[config.mk]
export PLATFORM = sky130hd
export DESIGN_NAME = pwr_island_seq
export DESIGN_NICKNAME = d
export VERILOG_FILES = /design/src/rtl/pis_pkg.sv /design/src/rtl/pis_timer.sv /design/src/rtl/pis_fsm.sv /design/src/rtl/pwr_island_seq.sv
export SDC_FILE = /design/constraint.sdc
export NUM_CORES = 1
export LEC_CHECK = 0
export BUFFER_PORTS_ARGS = -buffer_cell sky130_fd_sc_hd__buf_2
export CAP_MARGIN = 20
export CORE_UTILIZATION = 40
export DETAILED_ROUTE_END_ITERATION = 8
export GPL_TIMING_DRIVEN = 1
export PLACE_DENSITY = 0.58
export SLEW_MARGIN = 40
export SYNTH_ARGS = -nofsm -noshare
export SYNTH_HDL_FRONTEND = slang
export SYNTH_HIERARCHICAL = 1
export SYNTH_SLANG_ARGS = --single-unit
[constraint.sdc]
create_clock -name clk_i -period 4.3 [get_ports clk_i]
set_clock_uncertainty 0.1 [all_clocks]
set_input_delay 0.645 -clock clk_i [delete_from_list [all_inputs] [get_ports clk_i]]
set_output_delay 0.645 -clock clk_i [all_outputs]
set_load 0.05 [all_outputs]
[src/rtl/pis_pkg.sv]
package pis_pkg;
  localparam int CTRL_W   = 15;
  localparam int B_SW     = 0;
  localparam int B_ISO_E  = 2;
  localparam int B_REP    = 3;
  localparam int B_ISO_F  = 5;
  localparam int B_INR_LO = 13;

  typedef enum logic [2:0] {
    S_IDLE, S_PG_WAIT, S_REP_START, S_REP_WAIT, S_FAIL_PWR, S_OFF_ELEC, S_OFF_SW
  } state_e;

  typedef enum logic [1:0] {
    E_NONE   = 2'd0,
    E_PGOOD  = 2'd1,
    E_REPAIR = 2'd2
  } err_e;
endpackage

[src/rtl/pis_timer.sv]
module pis_timer #(
  parameter int TW = 10
) (
  input  logic          clk_i,
  input  logic          rst_ni,
  input  logic          load_i,
  input  logic [TW-1:0] val_i,
  output logic          zero_o
);
  logic [TW-1:0] cnt_q;

  always_ff @(posedge clk_i or negedge rst_ni) begin
    if (!rst_ni)              cnt_q <= '0;
    else if (load_i)          cnt_q <= val_i;
    else if (cnt_q != '0)     cnt_q <= cnt_q - 1'b1;
  end

  assign zero_o = (cnt_q == '0);

  // an idle counter must not wrap back to a nonzero value
  p_hold_zero_r4: assert property (@(posedge clk_i) disable iff (!rst_ni)
    (zero_o && !load_i) |=> zero_o);
endmodule

[src/rtl/pis_fsm.sv]
module pis_fsm import pis_pkg::*; #(
  parameter int PG_CYC  = 750,
  parameter int REP_CYC = 250,
  parameter int TW      = 10
) (
  input  logic          clk_i,
  input  logic          rst_ni,
  input  logic          on_req_i,
  input  logic          off_req_i,
  input  logic          pwr_ok_i,
  input  logic          rep_done_i,
  input  logic          tmr_zero_i,
  output logic          tmr_load_o,
  output logic [TW-1:0] tmr_val_o,
  output logic          sw_on_o,
  output logic [1:0]    inrush_o,
  output logic          iso_e_rel_o,
  output logic          rep_req_o,
  output logic          iso_f_rel_o,
  output logic          done_o,
  output logic [1:0]    err_o
);
  state_e     state_q;
  logic       sw_on_q, iso_e_q, rep_q, iso_f_q, done_q;
  logic [1:0] inrush_q;
  err_e       err_q;

  always_comb begin
    tmr_load_o = 1'b0;
    tmr_val_o  = TW'(PG_CYC);
    case (state_q)
      S_IDLE:      tmr_load_o = on_req_i && !sw_on_q;
      S_PG_WAIT:   tmr_load_o = !pwr_ok_i && tmr_zero_i && (inrush_q != 2'd3);
      S_REP_START: begin
        tmr_load_o = 1'b1;
        tmr_val_o  = TW'(REP_CYC);
      end
      default: ;
    endcase
  end

  always_ff @(posedge clk_i or negedge rst_ni) begin
    if (!rst_ni) begin
      state_q  <= S_IDLE;
      sw_on_q  <= 1'b0;
      inrush_q <= 2'd0;
      iso_e_q  <= 1'b0;
      rep_q    <= 1'b0;
      iso_f_q  <= 1'b0;
      done_q   <= 1'b0;
      err_q    <= E_NONE;
    end else begin
      done_q <= 1'b0;
      err_q  <= E_NONE;
      case (state_q)
        S_IDLE: begin
          if (on_req_i) begin
            if (sw_on_q) begin
              done_q <= 1'b1;
            end else begin
              sw_on_q  <= 1'b1;
              inrush_q <= 2'd0;
              state_q  <= S_PG_WAIT;
            end
          end else if (off_req_i) begin
            iso_f_q <= 1'b0;
            state_q <= S_OFF_ELEC;
          end
        end
        S_PG_WAIT: begin
          if (pwr_ok_i) begin
            iso_e_q <= 1'b1;
            state_q <= S_REP_START;
          end else if (tmr_zero_i) begin
            if (inrush_q == 2'd3) begin
              sw_on_q  <= 1'b0;
              inrush_q <= 2'd0;
              done_q   <= 1'b1;
              err_q    <= E_PGOOD;
              state_q  <= S_IDLE;
            end else begin
              inrush_q <= inrush_q + 2'd1;
            end
          end
        end
        S_REP_START: begin
          rep_q   <= 1'b1;
          state_q <= S_REP_WAIT;
        end
        S_REP_WAIT: begin
          if (rep_done_i) begin
            rep_q   <= 1'b0;
            iso_f_q <= 1'b1;
            done_q  <= 1'b1;
            state_q <= S_IDLE;
          end else if (tmr_zero_i) begin
            rep_q   <= 1'b0;
            iso_e_q <= 1'b0;
            state_q <= S_FAIL_PWR;
          end
        end
        S_FAIL_PWR: begin
          sw_on_q  <= 1'b0;
          inrush_q <= 2'd0;
          done_q   <= 1'b1;
          err_q    <= E_REPAIR;
          state_q  <= S_IDLE;
        end
        S_OFF_ELEC: begin
          iso_e_q <= 1'b0;
          state_q <= S_OFF_SW;
        end
        S_OFF_SW: begin
          sw_on_q  <= 1'b0;
          inrush_q <= 2'd0;
          rep_q    <= 1'b0;
          done_q   <= 1'b1;
          state_q  <= S_IDLE;
        end
        default: state_q <= S_IDLE;
      endcase
    end
  end

  assign sw_on_o     = sw_on_q;
  assign inrush_o    = inrush_q;
  assign iso_e_rel_o = iso_e_q;
  assign rep_req_o   = rep_q;
  assign iso_f_rel_o = iso_f_q;
  assign done_o      = done_q;
  assign err_o       = err_q;

  p_done_pulse_r10: assert property (@(posedge clk_i) disable iff (!rst_ni)
    done_o |=> !done_o);
  p_err_quiet_r10: assert property (@(posedge clk_i) disable iff (!rst_ni)
    !done_o |-> (err_o == 2'd0));
  p_inrush_step_r4: assert property (@(posedge clk_i) disable iff (!rst_ni)
    (state_q == S_PG_WAIT && $past(state_q) == S_PG_WAIT && inrush_q != $past(inrush_q))
      |-> (inrush_q == $past(inrush_q) + 2'd1));
  p_iso_e_needs_sw_r6: assert property (@(posedge clk_i) disable iff (!rst_ni)
    iso_e_q |-> sw_on_q);
  p_rep_needs_iso_e_r6: assert property (@(posedge clk_i) disable iff (!rst_ni)
    rep_q |-> iso_e_q);
  p_iso_f_last_r8: assert property (@(posedge clk_i) disable iff (!rst_ni)
    iso_f_q |-> (iso_e_q && sw_on_q && !rep_q));
  p_already_on_r2: assert property (@(posedge clk_i) disable iff (!rst_ni)
    (state_q == S_IDLE && on_req_i && sw_on_q) |=> (done_o && sw_on_q && $stable(inrush_q)));
  p_busy_ignore_r11: assert property (@(posedge clk_i) disable iff (!rst_ni)
    (state_q == S_PG_WAIT && !pwr_ok_i && !tmr_zero_i) |=> (state_q == S_PG_WAIT));
  p_off_first_r9: assert property (@(posedge clk_i) disable iff (!rst_ni)
    (state_q == S_OFF_ELEC) |-> (!iso_f_q && sw_on_q == $past(sw_on_q)));
endmodule

[src/rtl/pwr_island_seq.sv]
module pwr_island_seq import pis_pkg::*; #(
  parameter int CYC_PER_US = 250,
  parameter int PG_US      = 3,
  parameter int REP_US     = 1
) (
  input  logic              clk_i,
  input  logic              rst_ni,
  input  logic              on_req_i,
  input  logic              off_req_i,
  input  logic              pwr_ok_i,
  input  logic              rep_done_i,
  output logic [CTRL_W-1:0] ctrl_o,
  output logic              done_o,
  output logic [1:0]        err_o
);
  localparam int PG_CYC  = PG_US * CYC_PER_US;
  localparam int REP_CYC = REP_US * CYC_PER_US;
  localparam int MAX_CYC = (PG_CYC > REP_CYC) ? PG_CYC : REP_CYC;
  localparam int TW      = $clog2(MAX_CYC + 1);

  logic          tmr_load, tmr_zero;
  logic [TW-1:0] tmr_val;
  logic          sw_on, iso_e, rep_req, iso_f;
  logic [1:0]    inrush;

  pis_timer #(.TW(TW)) u_timer (
    .clk_i  (clk_i),
    .rst_ni (rst_ni),
    .load_i (tmr_load),
    .val_i  (tmr_val),
    .zero_o (tmr_zero)
  );

  pis_fsm #(.PG_CYC(PG_CYC), .REP_CYC(REP_CYC), .TW(TW)) u_fsm (
    .clk_i       (clk_i),
    .rst_ni      (rst_ni),
    .on_req_i    (on_req_i),
    .off_req_i   (off_req_i),
    .pwr_ok_i    (pwr_ok_i),
    .rep_done_i  (rep_done_i),
    .tmr_zero_i  (tmr_zero),
    .tmr_load_o  (tmr_load),
    .tmr_val_o   (tmr_val),
    .sw_on_o     (sw_on),
    .inrush_o    (inrush),
    .iso_e_rel_o (iso_e),
    .rep_req_o   (rep_req),
    .iso_f_rel_o (iso_f),
    .done_o      (done_o),
    .err_o       (err_o)
  );

  always_comb begin
    ctrl_o               = '0;
    ctrl_o[B_SW]         = sw_on;
    ctrl_o[B_ISO_E]      = iso_e;
    ctrl_o[B_REP]        = rep_req;
    ctrl_o[B_ISO_F]      = iso_f;
    ctrl_o[B_INR_LO+:2]  = inrush;
  end

  p_inrush_only_on_r5: assert property (@(posedge clk_i) disable iff (!rst_ni)
    !ctrl_o[B_SW] |-> (ctrl_o[B_INR_LO+:2] == 2'd0));
endmodule

After elaboration in Yosys (flattened, before gate mapping)
Index checks and enable logic that the tools add are counted.

Register bits after elaboration: 22. Latch bits: 0. Memory bits (writable): 0. Bits in read-only memories: 0. Bits of input ports: 6. Logic and storage cells: 100. Memories kept: 0.

Add/subtract/negate cells: 2. Multiply operators: 0. Div/mod/pow operators: 0. Magnitude comparators: 0. Equal/unequal tests: 24. Shift operators: 0. Muxes and demuxes: 45. Bitwise gates (word level): 0. Reductions and logical operators: 20.

Operators by type and width (count): 2-to-1 mux 10 bit (3); 2-to-1 mux 3 bit (8); 2-to-1 mux 1 bit (18); != test 2 bit (second input constant) (9); one-hot mux 3 bit (5 select lines) (1); AND reduction 5 bit (3); 2-to-1 mux 2 bit (7); one-hot mux 1 bit (3 select lines) (4); logical NOT 10 bit (1); nonzero test 10 bit (1); subtractor 10 x 1 -> 10 bit (second input constant) (1); equality test 3 bit (second input constant) (3); != test 3 x 2 -> 1 bit (second input constant) (3); nonzero test 3 bit (3); AND reduction 4 bit (2); equality test 3 x 2 -> 1 bit (second input constant) (2); != test 2 x 1 -> 1 bit (second input constant) (3); != test 3 bit (second input constant) (2); one-hot mux 2 bit (3 select lines) (1); one-hot mux 1 bit (4 select lines) (1); one-hot mux 2 bit (2 select lines) (1); nonzero test 2 bit (2); equality test 3 x 1 -> 1 bit (second input constant) (1); logical AND 1 bit (3); other kinds (7) (8).

Longest topological paths before layout
Gate-level depths: netlist of the first run.

Word-level depth: 5. Mapped depth: 11. Depth with buffers taken out: 10.

Cells and area by module
The synthesis of the first run kept the hierarchy.

By module, submodules not included: pis_fsm (instances 1, cells an instance 80, area an instance 740.7 um^2); pis_timer (instances 1, cells an instance 68, area an instance 620.6 um^2); pwr_island_seq (instances 1, cells an instance 14, area an instance 101.3 um^2).

Least setup slack after synthesis of the first run
No wires, ideal clock.

Kind: reg2reg. Start point: register u_timer.cnt_q[0]. End point: register u_timer.cnt_q[7]. Library setup time: 0.101 ns. Arrival time: 2.976 ns. Data required time: 4.099 ns. Slack: 1.123 ns. Cell stages (with the launch flop): 12. Path buffers: 2. Clock period less this slack: 3.177 ns. Path through: dfrtp_1 inv_1 ha_1 or3b_1 clkbuf_1 nor3_1 inv_1 or4_1 o31ai_1 clkbuf_1 a211oi_1 nor4_1.

Longest elaborated chain between the ends: 5. Elaborated cells on any way between the ends: 9. Those cells by class: 1 x add/sub; 3 x mux; 5 x reduce/logical.

RTL lines: start: declaration (line pis_timer.sv:10) `logic [TW-1:0] cnt_q;`; start signal: assignment (line pis_timer.sv:14) `else if (load_i) cnt_q <= val_i;`; start signal: assignment (line pis_timer.sv:15) `else if (cnt_q != '0) cnt_q <= cnt_q - 1'b1;`; logical NOT 10 bit * (line pis_timer.sv:18) `assign zero_o = (cnt_q == '0);`; named net tmr_zero (line pwr_island_seq.sv:21) `logic tmr_load, tmr_zero;`; logical AND 1 bit * (2 in series) (line pis_fsm.sv:33) `S_PG_WAIT: tmr_load_o = !pwr_ok_i && tmr_zero_i && (inrush_q != 2'd3);`; one-hot mux 1 bit (3 select lines) * (line pis_fsm.sv:31) `case (state_q)`; named net tmr_load (line pwr_island_seq.sv:21); 2-to-1 mux 10 bit or nonzero test 2 bit (tied branches).

Mark *: on every way through the listed nets, which the timed path passes. The rest lies on a longest branch. The select of a mux whose other input is x is not followed. A chain may end at the register's enable or synchronous reset.

Worst setup path after layout of the first run
Start point: register u_timer.cnt_q[0]. End point: register u_timer.cnt_q[5].

Same word-level chain as after synthesis.

==> metrics.md, run 1 <==
| Metric | Value |
|---|---|
| LEAKAGE | `0.6684 nW` |
| Setup TNS | `0 ns` |
| Grt ovf | `0` |
| Synth warn | `6` |
| Period utilisation layout | `around 74%` |
| Area Growth Syn to Fin | `2.908%` |
| Endpoints failing hold | `0` |
| Final Max Tran Viols | `0` |
| Die width | `62.47 um` |
| Routed WL per cell | `13.53 um` |
| NetSw | `0.5688 mW` |
| Worst Setup EP | `u_timer/cnt_q[5]` |
| HPWL Detailed | `2123 um` |
| DR vias/cell | `5.493` |
| FFs w/ async S/R, synth | `100.0%` |
| R2r endpoint | `u_timer/cnt_q[5]` |
| Largest net degree at the start of global routing | `25` |
| WP data arrival | `3.28 ns` |
| Post-synth top flop | `dfrtp_1` |
| CP Launch Type | `register` |
| Tmin final | `3.181 ns` |
| Area of the core | `0.003416 mm^2` |
| Die area | `approximately 0.004 mm^2` |
| Clock power frac | `about a tenth` |
| Cell count after synthesis | `162` |
| CTS tree | `yes` |
| Reg clk slew, reported paths | `0.12 ns` |
| Cts bufs inserted | `3` |
| Max IR drop VDD | `0.0003039 V` |
| # diodes | `0` |
| CTS Root Cell | `clkbuf_4` |
| Kind of critical path | `register to register` |
| Filler cell count in the final layout | `350` |
| Critical Path Max Stage Delay | `just under 0.5 ns` |
| Final WL | `2882 um` |
| Worst r2r src | `u_timer/cnt_q[0]` |
| Req. time, crit path | `roughly 4.4 ns` |
| Initial antenna violation count | `0` |
| Nets | `176` |
| Sink Count | `22` |
| H-Tree Depth | `1` |
| Synthesized area | `0.001463 mm^2` |
| Internal power | `0.5763 mW` |
| Max Fclk | `314.4 MHz` |
| Top delay family on crit path | `simple AND/OR/NAND/NOR gates` |
| Post-synth EDFFs | `0` |
| Hold Path Class | `primary input to async pin` |
| Sequential area share after synthesis | `37.64%` |
| Worst-path maximum fanout | `24` |
| Hold slack | `around 0.19 ns` |
| Slew @ Worst Pin | `0.7696 ns` |
| Switch share | `49.67%` |
| Worst Path Buf+Inv | `4` |
| Synth Area per Inst | `9.029 um^2` |
| Rel. slew slack | `just under 50%` |
| Pwr Density | `760.7 mW/mm^2` |
| DRC | `0` |
| CTS Hold Bufs | `0` |
| MaxCap Viol Count | `0` |
| I/O pin cnt | `24` |
| Endpoint class of the critical path | `register` |
| Initial core utilization | `between 40% and 50%` |
| Setup Viol. Count Final | `0` |
| First-pass GRT wire length | `~5000 um` |
| Die Y | `roughly 62 um` |
| RSZ-0062 raised after global routing | `no` |
| Gr usage total | `16.32%` |
| DR iter-0 viols | `42` |
| Post-DRT Antenna Nets | `0` |
| Comb power frac | `52.2%` |
| Postcts setup bufs | `0` |
| Placement Rows | `21` |
| Distinct cell type count of the synthesized netlist | `44` |
| Layout cells sized above 1 | `16.17%` |
| PortBufs | `14` |
| Clock Tree Buf Depth | `2` |
| Cell with the biggest individual delay on the critical path | `or4_1` |
| Reg2Reg Depth | `12` |
| Sequence of cells on the critical path | `inv_1, ha_1, or3b_1, nor3_1, buf_4, inv_1, or4_1, o31ai_2, buf_4, nor2_1, o21a_1, nor4_1` |
| Drt pass-1 iters | `4` |
| Crit path launch | `u_timer/cnt_q[0]` |
| Post-CTS sizing | `0` |
| Via count | `roughly 1200` |
| Worst path depth | `12` |
| Post-synthesis register bit count | `22` |
| Status | `finished, final reports clean` |
| Clock latency on the worst-skew pair | `0.30 ns` |
| Flop pwr share | `37.9%` |
| Placer Congestion | `just over 0.8` |
| Reg2Reg Setup Slack | `approximately 1.1 ns` |
| Vias in the first global route | `about 1100` |
## cells by family after synthesis
logic type                 Yosys count  share of synthesized area [%]
AOI/OAI and AO/OA                   37                          17.88
xor gates and xnor gates             2                          1.198
adders and majority gates            2                          1.711
buffers and inverters               35                          14.80
DFF                                 22                          37.64
muxes                                2                          1.540
other                                3                         0.7698
and+or+nand+nor                     59                          24.46
## routing by layer
metal  vias up  part of all wire (%)  GRT usage [%]
met5         -                     0              0
met4         0                  0.52          4.360
met3         2                   4.8          2.190
met2        41                    47          26.36
met1       570                    48          22.79
li1        557                     -              -
## worst min-delay path by stage
stage | startpoint | to | slack, ns | depth (start not counted)
2_1_floorplan | rst_ni | u_fsm/done_o | 0.25 | 0
3_3_place_gp | u_fsm/rep_req_o | u_fsm/rep_req_o | 0.36 | 1
3_5_place_dp | u_fsm/rep_req_o | u_fsm/rep_req_o | 0.37 | 1
4_1_cts | rst_ni | u_fsm/err_o[1] | 0.19 | 1
5_1_grt | rst_ni | u_fsm/rep_req_o | 0.22 | 1
6_report | rst_ni | u_timer/cnt_q[8] | 0.19 | 1
## power groups by stage
stage | logic (mW) | registers [mW] | clock network (mW)
finish | 0.598 | 0.434 | 0.113
global route | 0.665 | 0.452 | 0.127
CTS | 0.597 | 0.429 | 0.121
detailed placement | 0.594 | 0.435 | 0
global placement | 0.579 | 0.424 | 0
floorplan | 0.513 | 0.421 | 0
## metrics by stage
step / setup slack, ns / area, um^2 / std cells / utilization [%] / total power, mW
floorplan: 1.123 / 1511 / 175 / - / 0.9335
global placement: 1.321 / 1469 / 209 / 43.00 / 1.004
detailed placement: 1.179 / 1469 / 209 / 43.00 / 1.028
CTS: 1.134 / 1505 / 213 / 44.07 / 1.147
global route: 0.9061 / 1505 / 213 / 44.07 / 1.245
finish: 1.119 / 1505 / 213 / 44.07 / 1.145
## registers in the layout (all words and copies together) (netlist names)
signal,cells
u_fsm/done_o,1
u_fsm/err_o,2
u_fsm/inrush_o,2
u_fsm/iso_e_rel_o,1
u_fsm/iso_f_rel_o,1
u_fsm/rep_req_o,1
u_fsm/state_q,3
u_fsm/sw_on_o,1
u_timer/cnt_q,10
## area by class of cell
cell class	count	area [um^2]	area share, %
Inverter	7	26.28	1.746
Timing Repair Buffer	16	85.08	5.653
Sequential cell	22	550.5	36.58
Clock buffer	4	36.28	2.411
Multi-Input combinational cell	118	749.5	49.79
Tap cell	46	57.56	3.824
## synthesized netlist by cell type, types with 2 or more instances
cell | instances | share of area, %
o21ai_0 | 3 | 1.0
buf_4 | 22 | 11
nor4_1 | 6 | 2.6
o31ai_1 | 8 | 4.1
nand3_1 | 5 | 1.7
xnor2_1 | 2 | 1.2
a31oi_1 | 3 | 1.3
nor3_1 | 5 | 1.7
or3_1 | 2 | 0.86
or4_1 | 2 | 1.0
a21o_1 | 3 | 1.5
nand2_1 | 12 | 3.1
nor2_1 | 5 | 1.3
mux2_1 | 2 | 1.5
ha_1 | 2 | 1.7
o211ai_1 | 2 | 1.0
clkbuf_1 | 4 | 1.0
and3_1 | 2 | 0.86
dfrtp_1 | 22 | 38
nand2b_1 | 2 | 0.86
nor3b_1 | 2 | 1.0
a21oi_1 | 8 | 2.7
conb_1 | 3 | 0.77
nor2b_1 | 8 | 3.4
inv_1 | 7 | 1.8
a41oi_1 | 2 | 1.2
## placed cells by master (no fill, tap or decap), types with 5 or more instances in the layout
cell / synthesis / routed
nor4_1: 6 / 6
nand2_1: 12 / 12
buf_2: 1 / 14
dfrtp_1: 22 / 22
a21oi_1: 8 / 8
nor2b_1: 8 / 8
o31ai_1: 8 / 7
nor3_1: 5 / 5
inv_1: 7 / 7
nor2_1: 5 / 5
conb_1: 3 / 16
nand3_1: 5 / 5
Note: power is estimated with default switching activity, not from simulation.
==> inputs of run 2 (changes only) <==
- PLACE_DENSITY: 0.58 -> 0.6
- clock period: 4.3 -> 2.6 ns (I/O delays scaled with it)
==> metrics.md, run 2 (synthesis results as in run 1) <==
| Metric | Value |
|---|---|
| Status | `finished, final reports clean` |
| Placer Congestion | `a little over 0.8` |
| Critical Path Max Stage Delay | `0.46 ns` |
| I/O pin cnt | `24` |
| Max reg flops | `10` |
| Met3 routed WL | `114 um` |
| Post-DP Area | `0.001598 mm^2` |
| Cell with the biggest individual delay on the critical path | `or4_4` |
| LEAKAGE | `0.7982 nW` |
| Initial antenna violation count | `0` |
| Reg area | `550.5 um^2` |
| Req. time, crit path | `2.73 ns` |
| Pwr Total | `2.214 mW` |
| Rel. slew slack | `45.06%` |
| Sequence of cells on the critical path | `inv_2, ha_4, or3b_4, nor3_4, inv_1, or4_4, o31ai_4, buf_6, a211oi_4, nor4_2` |
| Vias in the first global route | `1149` |
| Final core utilization | `51.32%` |
| Gr usage total | `17.10%` |
| H-Tree Depth | `1` |
| Initial core utilization | `between 40% and 50%` |
| First-pass GRT wire length | `5313 um` |
| Hold Path Class | `primary input to register` |
| Worst Path Buf+Inv | `3` |
| Met2 WL | `1525 um` |
| Reg clk slew, reported paths | `0.13 ns` |
| CTS Root Cell | `clkbuf_4` |
| Kind of critical path | `register to register` |
| Tmin final | `roughly 2.5 ns` |
| Top delay family on crit path | `simple AND/OR/NAND/NOR gates` |
| Filler cell count in the final layout | `about 330` |
| # diodes | `0` |
| Post-DRT Antenna Nets | `0` |
| Grt ovf | `0` |
| HPWL Detailed | `2223 um` |
| Routed length on met1 | `between 1000 and 1500 um` |
| CP Launch Type | `register` |
| DR iter-0 viols | `35` |
| Max Used Layer | `met4` |
| Sink Count | `22` |
| Setup Viol. Count Final | `0` |
| Period utilisation layout | `96.73%` |
| Multi-input gate area | `833.3 um^2` |
| Hold slack | `0.2858 ns` |
| Die width | `between 60 and 70 um` |
| Placement Rows | `21` |
| Clock Tree Buf Depth | `2` |
| PortBufs | `14` |
| Slew @ Worst Pin | `0.8179 ns` |
| CTS tree | `yes` |
| Die Y | `62.47 um` |
| WP data arrival | `around 2.6 ns` |
| Cts bufs inserted | `3` |
| Top reg by flops | `u_timer/cnt_q` |
| Area Growth Syn to Fin | `19.85%` |
| RSZ-0062 raised after global routing | `yes` |
| Area of the core | `between 0.003 and 0.004 mm^2` |
| Endpoints failing hold | `0` |
| Clock latency on the worst-skew pair | `0.31 ns` |
| Max IR drop VDD | `0.0007343 V` |
| Largest net degree at the start of global routing | `23` |
| Die area | `between 0.003 and 0.004 mm^2` |
| Post-route design area | `between 0.0015 and 0.002 mm^2` |
| Final Max Tran Viols | `0` |
| Top Registers | `u_timer/cnt_q x10, u_fsm/state_q x3` |
| Max Fclk | `397.6 MHz` |
| Endpoint class of the critical path | `register` |
| Drt pass-1 iters | `4` |
| Most common cell after layout, fill and taps aside | `dfrtp_1` |
| DRC | `0` |
| Routed WL per cell | `13.33 um` |
| Via count | `roughly 1200` |
| DR vias/cell | `5.119` |
| Commonest cells after routing, fill and taps aside | `dfrtp_1 (22), buf_4 (21), conb_1 (16)` |
| Final WL | `3132 um` |
| Reg2Reg Setup Slack | `0.08 ns` |
| Nets | `198` |
| Pwr Density | `1263 mW/mm^2` |
| Layout cells sized above 1 | `30.69%` |
| Setup TNS | `0 ns` |
| MaxCap Viol Count | `0` |
| Worst-path maximum fanout | `5` |
==> run 2: final timing paths <==
check | from | depth (start not counted) | to
max | u_timer/cnt_q[1] | 10 | u_timer/cnt_q[7]
min | rep_done_i | 3 | u_fsm/iso_f_rel_o
max reg2reg | u_timer/cnt_q[1] | 10 | u_timer/cnt_q[7]
min reg2reg | u_fsm/rep_req_o | 1 | u_fsm/rep_req_o
max in group asynchronous | rst_ni | 2 | u_fsm/state_q[0]
min in group asynchronous | rst_ni | 2 | u_timer/cnt_q[7]
==> run 2: layout make-up <==
class / instances / share of cell area (%)
Multi-Input combinational cell: 119 / 47.54
Inverter: 7 / 1.499
Timing Repair Buffer: 37 / 14.20
Sequential cell: 22 / 31.41
Tap cell: 46 / 3.283
Clock buffer: 4 / 2.070
==> run 2: repair_timing <==
item	4_1_cts	5_1_grt
gates resized for setup	3	8
pin swaps	1	6
buffers inserted	4	2
cloned	0	1
endpoints found under the hold margin	22	0
hold buffers	1	0
endpoints found under the setup margin	3	7
==> run 2: where the power goes <==
part	total [mW]	internal (mW)	switching, mW
combinational	1.42	0.601	0.823
sequential	0.598	0.493	0.105
clock	0.192	0.0855	0.106
==> run 2: tightest hold or removal path, stage by stage <==
cell     delay, ns
buf_2         0.11
a31oi_1       0.08
nor2_1        0.09
==> run 2: routing by layer <==
metal  GRT usage (%)  vias up
met4           4.360        0
met3           3.832        2
met1           22.57      565
met2           28.13       27
met5               0        -
li1                -      609
==> run 2: per-stage QoR <==
stage	std cells	setup WS [ns]
global route	235	-0.03593
finish	235	0.08493
CTS	232	0.003645
floorplan	175	-0.09043
global placement	223	0.05185
detailed placement	223	-0.03610
